--- config.mk ---
export PLATFORM = sky130hd
export DESIGN_NAME = csr_perbit_reg
export DESIGN_NICKNAME = d
export VERILOG_FILES = /design/src/rtl/csr_pkg.sv /design/src/rtl/csr_wr_decode.sv /design/src/rtl/csr_bit_cell.sv /design/src/rtl/csr_perbit_reg.sv
export SDC_FILE = /design/constraint.sdc
export NUM_CORES = 1
export LEC_CHECK = 0
export BUFFER_PORTS_ARGS = -buffer_cell sky130_fd_sc_hd__buf_4
export CORE_ASPECT_RATIO = 0.75
export CORE_MARGIN = 5
export CORE_UTILIZATION = 35
export CTS_CLUSTER_SIZE = 20
export DETAILED_ROUTE_END_ITERATION = 7
export HOLD_SLACK_MARGIN = 0.08
export PLACE_DENSITY = 0.77
export SLEW_MARGIN = 20
export SYNTH_ARGS = -nofsm -noshare
export SYNTH_HDL_FRONTEND = slang
export SYNTH_SLANG_ARGS = --single-unit
export TNS_END_PERCENT = 100
--- constraint.sdc ---
create_clock -name clk -period 1.14 [get_ports clk]
set_input_delay 0.114 -clock clk [delete_from_list [all_inputs] [get_ports clk]]
set_output_delay 0.114 -clock clk [all_outputs]
set_load 0.01 [all_outputs]
--- src/rtl/csr_pkg.sv ---
package csr_pkg;
  localparam int NUM_BITS = 32;
  localparam int IDX_W    = $clog2(NUM_BITS);
  localparam int ADDR_W   = IDX_W + 2;

  // Per-bit permission masks (bit n of a mask governs register bit n)
  localparam logic [NUM_BITS-1:0] HW_SET_MASK  = 32'h7F81_801F;
  localparam logic [NUM_BITS-1:0] SW_SET_MASK  = 32'h807F_7FE6;
  localparam logic [NUM_BITS-1:0] SW_CLR_MASK  = 32'h7FFF_FFFF;
  localparam logic [NUM_BITS-1:0] RST_SET_MASK = 32'h0010_0780;
  localparam logic [NUM_BITS-1:0] RST_CLR_MASK = 32'h8000_8000;
  localparam logic [NUM_BITS-1:0] ACT_LO_MASK  = 32'h001A_4000;
endpackage

--- src/rtl/csr_wr_decode.sv ---
module csr_wr_decode #(
  parameter int N  = 32,
  parameter int IW = 5
) (
  input  logic          sel,
  input  logic          we,
  input  logic [IW-1:0] idx,
  input  logic          act_set,
  output logic [N-1:0]  set_stb,
  output logic [N-1:0]  clr_stb
);
  logic wr_go;
  assign wr_go = sel & we;

  for (genvar i = 0; i < N; i++) begin : g_stb
    logic hit;
    assign hit        = wr_go && (idx == IW'(i));
    assign set_stb[i] = hit &  act_set;
    assign clr_stb[i] = hit & ~act_set;
  end
endmodule

--- src/rtl/csr_bit_cell.sv ---
module csr_bit_cell #(
  parameter bit CAN_HW_SET  = 1'b0,
  parameter bit CAN_SW_SET  = 1'b0,
  parameter bit CAN_SW_CLR  = 1'b0,
  parameter bit RST_FORCE_1 = 1'b0,
  parameter bit RST_FORCE_0 = 1'b0,
  parameter bit ACTIVE_LOW  = 1'b0
) (
  input  logic clk,
  input  logic rst_n,
  input  logic sys_rst,
  input  logic hw_evt,
  input  logic sw_set,
  input  logic sw_clr,
  output logic q,
  output logic active
);
  logic q_nxt;
  logic hw_ok, set_ok, clr_ok;

  assign hw_ok  = hw_evt & CAN_HW_SET;
  assign set_ok = sw_set & CAN_SW_SET;
  assign clr_ok = sw_clr & CAN_SW_CLR;

  // Priority: system reset, hardware set, software set, software clear
  always_comb begin
    q_nxt = q;
    if (sys_rst) begin
      if (RST_FORCE_1)      q_nxt = 1'b1;
      else if (RST_FORCE_0) q_nxt = 1'b0;
    end else if (hw_ok || set_ok) begin
      q_nxt = 1'b1;
    end else if (clr_ok) begin
      q_nxt = 1'b0;
    end
  end

  always_ff @(posedge clk or negedge rst_n) begin
    if (!rst_n) q <= RST_FORCE_1;
    else        q <= q_nxt;
  end

  assign active = q ^ ACTIVE_LOW;
endmodule

--- src/rtl/csr_perbit_reg.sv ---
module csr_perbit_reg
  import csr_pkg::*;
(
  input  logic                clk,
  input  logic                rst_n,
  input  logic                sys_rst,
  input  logic                bus_sel,
  input  logic                bus_we,
  input  logic [ADDR_W-1:0]   bus_addr,
  input  logic [NUM_BITS-1:0] bus_wdata,
  output logic [NUM_BITS-1:0] bus_rdata,
  input  logic [NUM_BITS-1:0] hw_event,
  output logic [NUM_BITS-1:0] csr_word,
  output logic [NUM_BITS-1:0] csr_active
);
  logic [NUM_BITS-1:0] set_stb, clr_stb;
  logic                unused_bits;

  assign unused_bits = ^{bus_wdata[NUM_BITS-1:1], bus_addr[1:0]};

  csr_wr_decode #(.N(NUM_BITS), .IW(IDX_W)) u_dec (
    .sel     (bus_sel),
    .we      (bus_we),
    .idx     (bus_addr[ADDR_W-1:2]),
    .act_set (bus_wdata[0]),
    .set_stb (set_stb),
    .clr_stb (clr_stb)
  );

  for (genvar i = 0; i < NUM_BITS; i++) begin : g_bit
    csr_bit_cell #(
      .CAN_HW_SET  (HW_SET_MASK[i]),
      .CAN_SW_SET  (SW_SET_MASK[i]),
      .CAN_SW_CLR  (SW_CLR_MASK[i]),
      .RST_FORCE_1 (RST_SET_MASK[i]),
      .RST_FORCE_0 (RST_CLR_MASK[i]),
      .ACTIVE_LOW  (ACT_LO_MASK[i])
    ) u_cell (
      .clk     (clk),
      .rst_n   (rst_n),
      .sys_rst (sys_rst),
      .hw_evt  (hw_event[i]),
      .sw_set  (set_stb[i]),
      .sw_clr  (clr_stb[i]),
      .q       (csr_word[i]),
      .active  (csr_active[i])
    );
  end

  assign bus_rdata = (bus_sel && !bus_we) ? csr_word : '0;
endmodule

==> metrics.md <==
| Metric | Value |
|---|---|
| Fin worst setup slack | `-0.0689 ns` |
| Worst R2R Setup Slack | `0.04 ns` |
| Setup TNS | `-0.250 ns` |
| Die Height | `80.2 um` |
| Io pins | `172` |
| Unrepaired setup endpoints after global routing | `yes` |
| Layout Utilization | `0.522` |
| CP max FO | `4` |
| First-pass GRT wire length | `10.5 mm` |
| Detailed-route via count | `2024` |
| CTS tree | `built` |
| Max-slew headroom | `0.719` |
| Layout cell share with drive strength beyond 1 | `0.525` |
| Clock buffer count from CTS | `5` |
| Total global routing overflow | `0` |
| Average wire per standard cell | `16.0 um` |
| PwrDens | `903 mW/mm^2` |
| Hold Path Class | `input pin to flip-flop` |
| Dpl cell area | `0.00296 mm^2` |
| Crit end category | `output pin` |
| Failing checks | `setup timing` |
| Hold Path End | `g_bit[1].u_cell.active` |
| Clk_lat worst skew | `0.28 ns` |
| Max Clk Rate | `827 MHz` |
| Die area | `0.00830 mm^2` |
| Finished Cell Area | `0.00331 mm^2` |
| Initial Utilization | `0.362` |
| Syn avg cell area | `9.42 um^2` |
| Final setup fails | `6` |
| Routed vias/inst | `4.84` |
| Yosys reg bits | `32` |
| Pin count of the biggest net entering global routing | `33` |
| Number of max-cap violations | `0` |
| Status | `complete, but fails checks` |
| Total wire length | `6.69 mm` |
| Core area | `0.00635 mm^2` |
| FP Rows | `25` |
| Die width | `104 um` |
| Final Wtd Congestion | `0.910` |
| H-tree level count | `2` |
| Worst r2r path cells | `3` |
| Crit path launch | `g_bit[20].u_cell.q` |
| Gr usage total | `0.157` |
| Max clock buf depth | `2` |
| Dpl hpwl | `5.13 mm` |
| Net count after synthesis | `320` |
| N_diodes | `0` |
| Initial antenna violation count | `0` |
| VDD IR max | `0.370 mV` |
| WHS Path Cells | `2` |
| Root buffer cell | `clkbuf_8` |
| Final period util | `1.06` |
| Leak Pwr | `0.00161 uW` |
| # clock sinks | `32` |
| Crit Reg-Reg Endpoint | `g_bit[1].u_cell.active` |
| Min cycle time layout | `1.21 ns` |
| Worst Setup Path Type | `flip-flop to output pin` |
| Clk slew on worst S/H paths | `0.06 ns` |
| DRC Markers | `0` |
| CP arrival | `1.09 ns` |
| Final-report max-slew violation count | `0` |
| Clock skew after layout | `0 ns` |
| Port bufs | `121` |
| Worst hold start | `hw_event[1]` |
| Area delta synth->final | `44.1%` |
| Iteration count of the initial detailed-routing pass | `4` |
| Netlist cell types | `37` |
| Synth warnings | `0` |
| Starting DRT DRC Count | `104` |
| Vias in the first global route | `2048` |
| Crit start category | `flip-flop` |
| Slew @ Worst Pin | `0.422 ns` |
| Post-DRT Antenna Nets | `0` |
| Fin. Hold Viols | `0` |
| Fin nets | `412` |
| Register area share after synthesis | `0.351` |
| Synthesized area | `0.00230 mm^2` |
| Critical Path RT | `1.03 ns` |
| Reg2reg start | `g_bit[1].u_cell.active` |
| Mapped Cells | `244` |
-- per-stage QoR --
| stage | setup slack (ns) | cells | hold slack [ns] | total power [uW] |
|---|---|---|---|---|
| floorplan | -0.175 | 244 | -0.182 | 1710 |
| global placement | -0.280 | 392 | 0.0726 | 2010 |
| detailed placement | -0.321 | 392 | 0.0782 | 2030 |
| CTS | -0.0827 | 413 | 0.0802 | 2980 |
| global route | -0.108 | 418 | 0.121 | 3160 |
| finish | -0.0689 | 418 | 0.112 | 2990 |
-- logic make-up (layout without fill, tap and decap cells) --
kind of cell	Yosys count	count (layout)	share of synthesized area
flops	32	32	0.351
compound gates	22	22	0.0827
buf+inv	83	176	0.248
simple gates	93	93	0.251
mux	14	14	0.0670
-- critical path, cell delays in order (launching register included) --
cell and delay, ns:
dfstp_2 0.57, and2_4 0.15, buf_6 0.09
-- power by group --
group / switching (uW) / leakage [uW] / internal, uW
clock: 405 / 0.0000455 / 492
combinational: 370 / 0.00121 / 469
sequential: 61.7 / 0.000355 / 1190
total: 837 / 0.00161 / 2160
-- sequential cells by signal, indices dropped and copies added, names as in the netlist --
signal / flops
g_bit.u_cell.active: 28
g_bit.u_cell.q: 4
-- how the worst max path moves through the flow --
stage                              to  cells past startpoint
6_report                bus_rdata[20]                      2
5_1_grt                  bus_rdata[7]                      2
4_1_cts                 bus_rdata[20]                      2
3_5_place_dp   g_bit[4].u_cell.active                      4
3_3_place_gp   g_bit[4].u_cell.active                      4
2_1_floorplan  g_bit[3].u_cell.active                      5
-- placed cells by master, fill, tap and decap left out, types with 3 or more instances in the layout --
master           n
dfstp_2          5
nand3_1         10
mux2_1          11
nand4_1          3
dlygate4sd3_1   13
clkbuf_8         6
dfrtp_1         26
nor3_1           3
inv_1            6
buf_4          139
mux2i_1          3
nor2_1           9
nor2b_1          3
a22o_1          11
or4_1            6
buf_6            8
a311o_1          3
and2_1          26
nand2b_1         3
and2_4           6
-- layout make-up --
cell class / instances / area [um^2]
Clock buffer: 8 / 90.1
Fill cell: 571 / 3040
Inverter: 6 / 22.5
Multi-Input combinational cell: 129 / 987
Sequential cell: 32 / 808
Tap cell: 81 / 101
Timing Repair Buffer: 162 / 1300
-- repair_timing --
item	CTS	global route
resized for setup	13	11
endpoints found under the setup margin	10	38
pin swaps	4	4
hold buffers	12	1
setup buffers	1	4
endpoints found under the hold margin	38	1
-- Yosys cell counts --
library cell	n	area, um^2
and2_1	32	200
a311oi_1	1	8.76
and4_1	2	17.5
o32a_1	1	10.0
and4b_1	2	20.0
nand3_1	10	50.1
buf_6	2	22.5
nand3b_2	1	11.3
nor3_1	3	15.0
clkbuf_1	9	33.8
nor2b_1	4	25.0
nand2_1	2	7.51
buf_2	2	10.0
nor2_1	9	33.8
buf_4	64	480
or2_1	2	12.5
and3b_1	1	8.76
inv_1	6	22.5
mux2i_1	3	30.0
a22o_1	11	96.3
dfrtp_1	27	676
a21boi_1	1	7.51
and3_1	1	6.26
nand2b_1	5	31.3
nor4_1	4	25.0
or4b_1	1	10.0
a31oi_1	2	12.5
or3_1	1	6.26
or4_1	8	60.1
nand4_1	3	18.8
or2_2	1	6.26
a311o_1	3	30.0
o311a_1	2	20.0
dfstp_2	5	131
o21ai_0	1	5.00
and4bb_1	1	12.5
mux2_1	11	124
-- routing by layer --
metal / wire length [um] / GRT usage
met2: 3090 / 0.260
met1: 3000 / 0.200
met4: 42 / 0.0210
met3: 555 / 0.0578
met5: 0 / 0
(Power assumes the default switching activity.)
